<file path="src/rtl/fault_addr_bank.sv">
module fault_addr_bank #(
  parameter int AW = 32,
  parameter logic [3:0] SEL_CRN = 4'd6,
  parameter logic [3:0] SEL_CRM = 4'd0,
  parameter logic [2:0] OP2_DATA = 3'd0,
  parameter logic [2:0] OP2_INSTR = 3'd2
) (
  input  logic          clk,
  input  logic          rst_n,
  input  logic          req_valid,
  input  logic          req_write,
  input  logic [3:0]    req_crn,
  input  logic [3:0]    req_crm,
  input  logic [2:0]    req_op2,
  input  logic          req_priv,
  input  logic [AW-1:0] req_wdata,
  input  logic          dabort_valid,
  input  logic [AW-1:0] dabort_addr,
  input  logic          pabort_valid,
  input  logic [AW-1:0] pabort_addr,
  input  logic          wpt_entry,
  input  logic [AW-1:0] wpt_addr,
  output logic          rsp_valid,
  output logic [AW-1:0] rsp_rdata,
  output logic          rsp_undef
);

  logic [AW-1:0] dfa_q, ifa_q, dfa_d, ifa_d;
  logic          bank_hit, sel_d, sel_i, legal;

  assign bank_hit = req_valid && req_priv && req_crn == SEL_CRN && req_crm == SEL_CRM;
  assign sel_d    = bank_hit && req_op2 == OP2_DATA;
  assign sel_i    = bank_hit && req_op2 == OP2_INSTR;
  assign legal    = sel_d || sel_i;

  always_comb begin
    dfa_d = dfa_q;
    if (dabort_valid)            dfa_d = dabort_addr;
    else if (wpt_entry)          dfa_d = wpt_addr;
    else if (sel_d && req_write) dfa_d = req_wdata;
  end

  always_comb begin
    ifa_d = ifa_q;
    if (pabort_valid)            ifa_d = pabort_addr;
    else if (sel_i && req_write) ifa_d = req_wdata;
  end

  always_ff @(posedge clk) begin
    if (!rst_n) begin
      dfa_q     <= '0;
      ifa_q     <= '0;
      rsp_valid <= 1'b0;
      rsp_undef <= 1'b0;
      rsp_rdata <= '0;
    end else begin
      dfa_q     <= dfa_d;
      ifa_q     <= ifa_d;
      rsp_valid <= req_valid;
      rsp_undef <= req_valid && !legal;
      rsp_rdata <= (legal && !req_write) ? (sel_d ? dfa_q : ifa_q) : '0;
    end
  end

  // one response per request, one cycle later
  a_r3_rsp_follows: assert property (@(posedge clk) disable iff (!rst_n)
    req_valid |=> rsp_valid);
  a_r3_no_spurious: assert property (@(posedge clk) disable iff (!rst_n)
    !req_valid |=> !rsp_valid);
  // unprivileged access is undefined and leaves the registers alone
  a_r4_user_undef: assert property (@(posedge clk) disable iff (!rst_n)
    (req_valid && !req_priv) |=> rsp_undef);
  a_r4_user_no_change: assert property (@(posedge clk) disable iff (!rst_n)
    (req_valid && !req_priv && !dabort_valid && !wpt_entry && !pabort_valid)
      |=> ($stable(dfa_q) && $stable(ifa_q)));
  // undefined response carries no data
  a_r5_undef_zero: assert property (@(posedge clk) disable iff (!rst_n)
    (rsp_valid && rsp_undef) |-> rsp_rdata == '0);
  // data abort capture has top priority
  a_r6_dabort_capture: assert property (@(posedge clk) disable iff (!rst_n)
    dabort_valid |=> dfa_q == $past(dabort_addr));
  // prefetch abort capture has top priority
  a_r7_pabort_capture: assert property (@(posedge clk) disable iff (!rst_n)
    pabort_valid |=> ifa_q == $past(pabort_addr));

endmodule

</file>
<file path="config.mk">
export PLATFORM = sky130hd
export DESIGN_NAME = fault_addr_bank
export DESIGN_NICKNAME = d
export VERILOG_FILES = /design/src/rtl/fault_addr_bank.sv
export SDC_FILE = /design/constraint.sdc
export NUM_CORES = 1
export LEC_CHECK = 0
export ABC_AREA = 0
export CAP_MARGIN = 20
export CORE_MARGIN = 2
export CORE_UTILIZATION = 39
export DETAILED_ROUTE_END_ITERATION = 7
export PLACE_DENSITY = 0.77
export SLEW_MARGIN = 30
export SYNTH_ARGS = -nofsm -noshare
export SYNTH_HDL_FRONTEND = slang
export SYNTH_SLANG_ARGS = --single-unit
</file>
<file path="constraint.sdc">
create_clock -name clk -period 2.2 [get_ports clk]
set_clock_uncertainty 0.05 [all_clocks]
set_input_delay 0.44 -clock clk [delete_from_list [all_inputs] [get_ports clk]]
set_output_delay 0.44 -clock clk [all_outputs]
set_load 0.01 [all_outputs]
</file>
Word level (Yosys, flattened, before mapping)
Index checks and enable logic that the tools add are counted.
- bits in latches: 0
- ROM bits: 0
- register bits after elaboration: 98
- memories: 0
- output and inout port bits: 34
- bits in writable memories: 0
- multiply operators: 0
- div/mod/pow operators: 0
- add/sub/neg operators: 0
- order comparisons: 0
- equality and inequality tests: 2
- reduce and logical (&&, ||, !) cells: 17
- multiplexer cells: 6
- bitwise logic cells: 0
- shifts and indexed selects: 0
- operators by type and width (kind ; count):
    $mux W32 ; 6
    $logic_and A1 B1 Y1 ; 9
    $eq A4 B3 Y1 const B ; 1
    $logic_not A4 Y1 ; 1
    $eq A3 B2 Y1 const B ; 1
    $logic_not A3 Y1 ; 1
    $reduce_bool A3 Y1 ; 1
    $logic_not A1 Y1 ; 2
    $reduce_and A2 Y1 ; 1
    $reduce_bool A2 Y1 ; 1
    $logic_or A1 B1 Y1 ; 1

Depth between registers and ports, before layout
- depth after elaboration: 8
- mapped depth: 7
- mapped depth without buffers: 4

Least setup slack after synthesis
No wires, ideal clock.
- path kind: input to register
- start point: input port req_crn[3]
- end point: register ifa_q[18]
- stages: 6
- buffers on the path: 2
- data required time: 2.028 ns
- arrival time: 2.031 ns
- library setup time: 0.122 ns
- slack: -0.002 ns
- path through: or4b_4 -> nor4_4 -> nor2b_2 -> buf_6 -> buf_6 -> a221o_1
- cells in the longest elaborated chain, start to end: 6
- ends and longest elaborated chain (what ; RTL line ; text):
    start: declaration ; 12 ; input logic [3:0] req_crn,
    $eq A4 B3 Y1 ; 31 ; assign bank_hit = req_valid && req_priv && req_crn == SEL_CRN && req_crm == SEL_CRM;
    $logic_and A1 B1 Y1 (2 in a row) ; 31 ;
    $logic_and A1 B1 Y1 ; 33 ; assign sel_i = bank_hit && req_op2 == OP2_INSTR;
    $logic_and A1 B1 Y1 ; 46 ; else if (sel_i && req_write) ifa_d = req_wdata;
    $reduce_bool A2 Y1 (no line) ; n/a ;
    end signal: assignment ; 58 ; ifa_q <= ifa_d;
    end: declaration ; 28 ; logic [AW-1:0] dfa_q, ifa_q, dfa_d, ifa_d;
Every way passes these cells.
A chain may end at the register's enable or synchronous reset.

Worst setup path in the final report
- start point: input port req_crn[3]
- end point: register ifa_q[17]
Same word-level chain as after synthesis.

==> flow_metrics.tcl <==
set metrics [dict create \
    finalHoldViolCount 0 \
    synth_largest_area_cell "dfxtp_1" \
    dp_cells 784 \
    p_leak_nw 2.72 \
    fin_crit_sh_pct 96.6 \
    clkTransAtPathRegs_ns 0.07 \
    drtIter0Drc 160 \
    critPathKind "in2reg" \
    cts_tree "built" \
    final_area_sq_mm 0.00676 \
    fp.dieW_um 110 \
    syn-num-nets 634 \
    fin_tns_setup_ns 0 \
    antenna_found_initial 0 \
    critPathMaxStageDelay_ns 0.60 \
    cp_slowest_cell "or4b_4" \
    period_needed_ns 2.13 \
    numClockSinks 98 \
    viasPerCell 5.42 \
    synth_ff_type "dfxtp_1" \
    drc_errors 0 \
    p_total_mw 4.13 \
    fmax_mhz 470 \
    clk_latency_ns 0.33 \
    finalNonFillerCells 800 \
    drive_above_1_share_pct 7.88 \
    ctsRootBufferMaster "clkbuf_16" \
    cts_hold_buf 0 \
    path_cells "clkdlybuf4s50_1 > or4b_4 > nor4_4 > nor2b_2 > buf_12 > a221o_1" \
    hold_class "reg2reg" \
    cts.path.max_buffers 2 \
    finalSetupViolCount 0 \
    ant_nets 0 \
    ys_seq_area_share_pct 44.4 \
    wl_per_cell_um 17.1 \
    slew_viol_final 0 \
    core_sq_mm 0.0109 \
    top_level_ports 181 \
    tightest_slew_ns 0.564 \
    fillers 926 \
    ys_top_cells_by_area "dfxtp_1 (44%), mux2i_1 (15%), o21ai_0 (7.1%), a221o_1 (6.6%), nand2_1 (5.4%)" \
    htreeDepth 3 \
    max_slew_margin_pct 62.4 \
    cp.required_ns 2.37 \
    rsz0062_at_grt "yes" \
    finish.utilization_pct 61.8 \
    synth-edff-count 0 \
    nets 802 \
    antenna_cells 0 \
    wirelength_um 13600 \
    synthTopCellsByCount "dfxtp_1 (98), mux2i_1 (67), nand2_1 (64), o21ai_0 (63), clkbuf_1 (38)" \
    postPlaceCellArea_sq_mm 0.00643 \
    initial_core_util_pct 40.4 \
    ir_worst_vdd_v 0.000334 \
    syn_area_per_cell_sq_um 9.08 \
    port_buffers 180 \
    netlist_area_sq_mm 0.00442 \
    hpwl_um 9910 \
    track_usage_pct 21.9 \
    async_flop_share_pct 0 \
    ys_ff_latch 98 \
    post-synth-top-count-cell "dfxtp_1" \
    grt_pass1_vias 4504 \
    dieArea_sq_mm 0.0122 \
    cts_buffers 9 \
    gp_congestion 0.858 \
    grt_pass1_wl_um 21900 \
    ys_warn_count 0 \
    syn-instance-count 487 \
    row_count 38 \
    overflow 0 \
    power-per-cell-area_mw_per_mm2 612 \
    synth.distinct_cells 29 \
    outcome "completed" \
    area_growth_pct 52.8 \
    grt_max_degree 99 \
    maxCapViolCount 0 \
    first_pass_iters 4 \
    die_h_um 110 \
    startpoint_type "input pin" \
    path_max_fanout 14 \
    synth_top_area_share_pct 44.4 \
    cp-end-kind "flop" \
    arrival_ns 2.29 \
    vias 4338 \
]
==> registers in the layout, indices dropped and copies added, names as in the netlist <==
| name | flops |
|---|---|
| dfa_q | 32 |
| rsp_rdata | 32 |
| ifa_q | 32 |
| rsp_valid | 1 |
| rsp_undef | 1 |
==> worst max-delay path, delay by kind of cell <==
kind            cells  cell delay, ns
compound gates      1            0.36
buf+inv             2            0.56
simple gates        3            0.92
==> power by group <==
part	total, mW	leakage, nW	internal [mW]	switching, mW
Clock	1.58	0.146	0.919	0.665
Sequential	1.90	0.803	1.86	0.0419
Combinational	0.653	1.77	0.395	0.258
==> layer usage <==
| metal | track usage, % | share of wire (%) | vias up |
|---|---|---|---|
| met3 | 3.18 | 5.6 | 20 |
| met4 | 9.00 | 1.9 | 0 |
| li1 | - | - | 2105 |
| met5 | 0 | 0 | - |
| met2 | 40.0 | 52 | 160 |
| met1 | 25.7 | 41 | 2053 |
==> cell usage in the layout, fill, tap and decap left out <==
cell,n
clkdlybuf4s50_1,176
dfxtp_1,98
mux2i_1,67
nand2_1,64
o21ai_0,63
nor2_1,33
o211ai_1,32
and3_1,29
a221o_1,29
buf_4,19
clkbuf_16,9
buf_12,5
o21ai_1,4
buf_2,4
a21oi_1,3
clkinv_4,3
or2_2,2
nor4_4,2
nor2b_1,2
nand4b_1,1
or4b_4,1
nor4b_4,1
nand3b_1,1
or4b_1,1
or2_4,1
inv_1,1
nand4bb_1,1
nor2b_2,1
and4_1,1
and2_1,1
clkbuf_1,1
bufinv_16,1
clkbuf_8,1
clkinvlp_4,1
buf_6,1
==> stage by stage <==
step                      hold slack [ns]  setup WS [ns]
after floorplan                     0.378         0.0743
after global placement              0.385         -0.292
after detailed placement            0.389         -0.262
after CTS                           0.399         0.0606
after global routing                0.409        -0.0335
final                               0.394         0.0742
==> cell type report <==
class | count | area [sq um] | share of cell area (%)
Multi-Input combinational cell | 340 | 2270 | 33.6
Inverter | 1 | 3.75 | 0.0556
Sequential cell | 98 | 1960 | 29.0
Timing Repair Buffer | 205 | 2040 | 30.1
Clock inverter | 5 | 63.8 | 0.945
Tap cell | 140 | 175 | 2.59
Clock buffer | 11 | 243 | 3.59
==> worst paths after layout <==
check	slack [ns]	to	startpoint	cells after the start
min	0.39	dfa_q[25]	dfa_q[25]	2
min reg2reg	0.39	dfa_q[25]	dfa_q[25]	2
max reg2reg	1.39	ifa_q[17]	ifa_q[17]	1
max	0.07	ifa_q[17]	req_crn[3]	6
==> repair_timing <==
| action | CTS | global route |
|---|---|---|
| resized for setup | 0 | 3 |
| endpoints found under the setup margin | 0 | 59 |
| setup buffers | 0 | 0 |
==> kinds of logic (layout without fill, tap and decap cells) <==
| logic type | after synthesis | in the layout | synth area share (%) |
|---|---|---|---|
| AO/OA/AOI/OAI | 131 | 131 | 19.9 |
| buffers and inverters | 49 | 222 | 4.70 |
| flip-flops | 98 | 98 | 44.4 |
| multiplexers | 67 | 67 | 15.2 |
| AND/OR/NAND/NOR | 142 | 142 | 15.8 |
No activity file was read; power rests on OpenSTA's default activity.
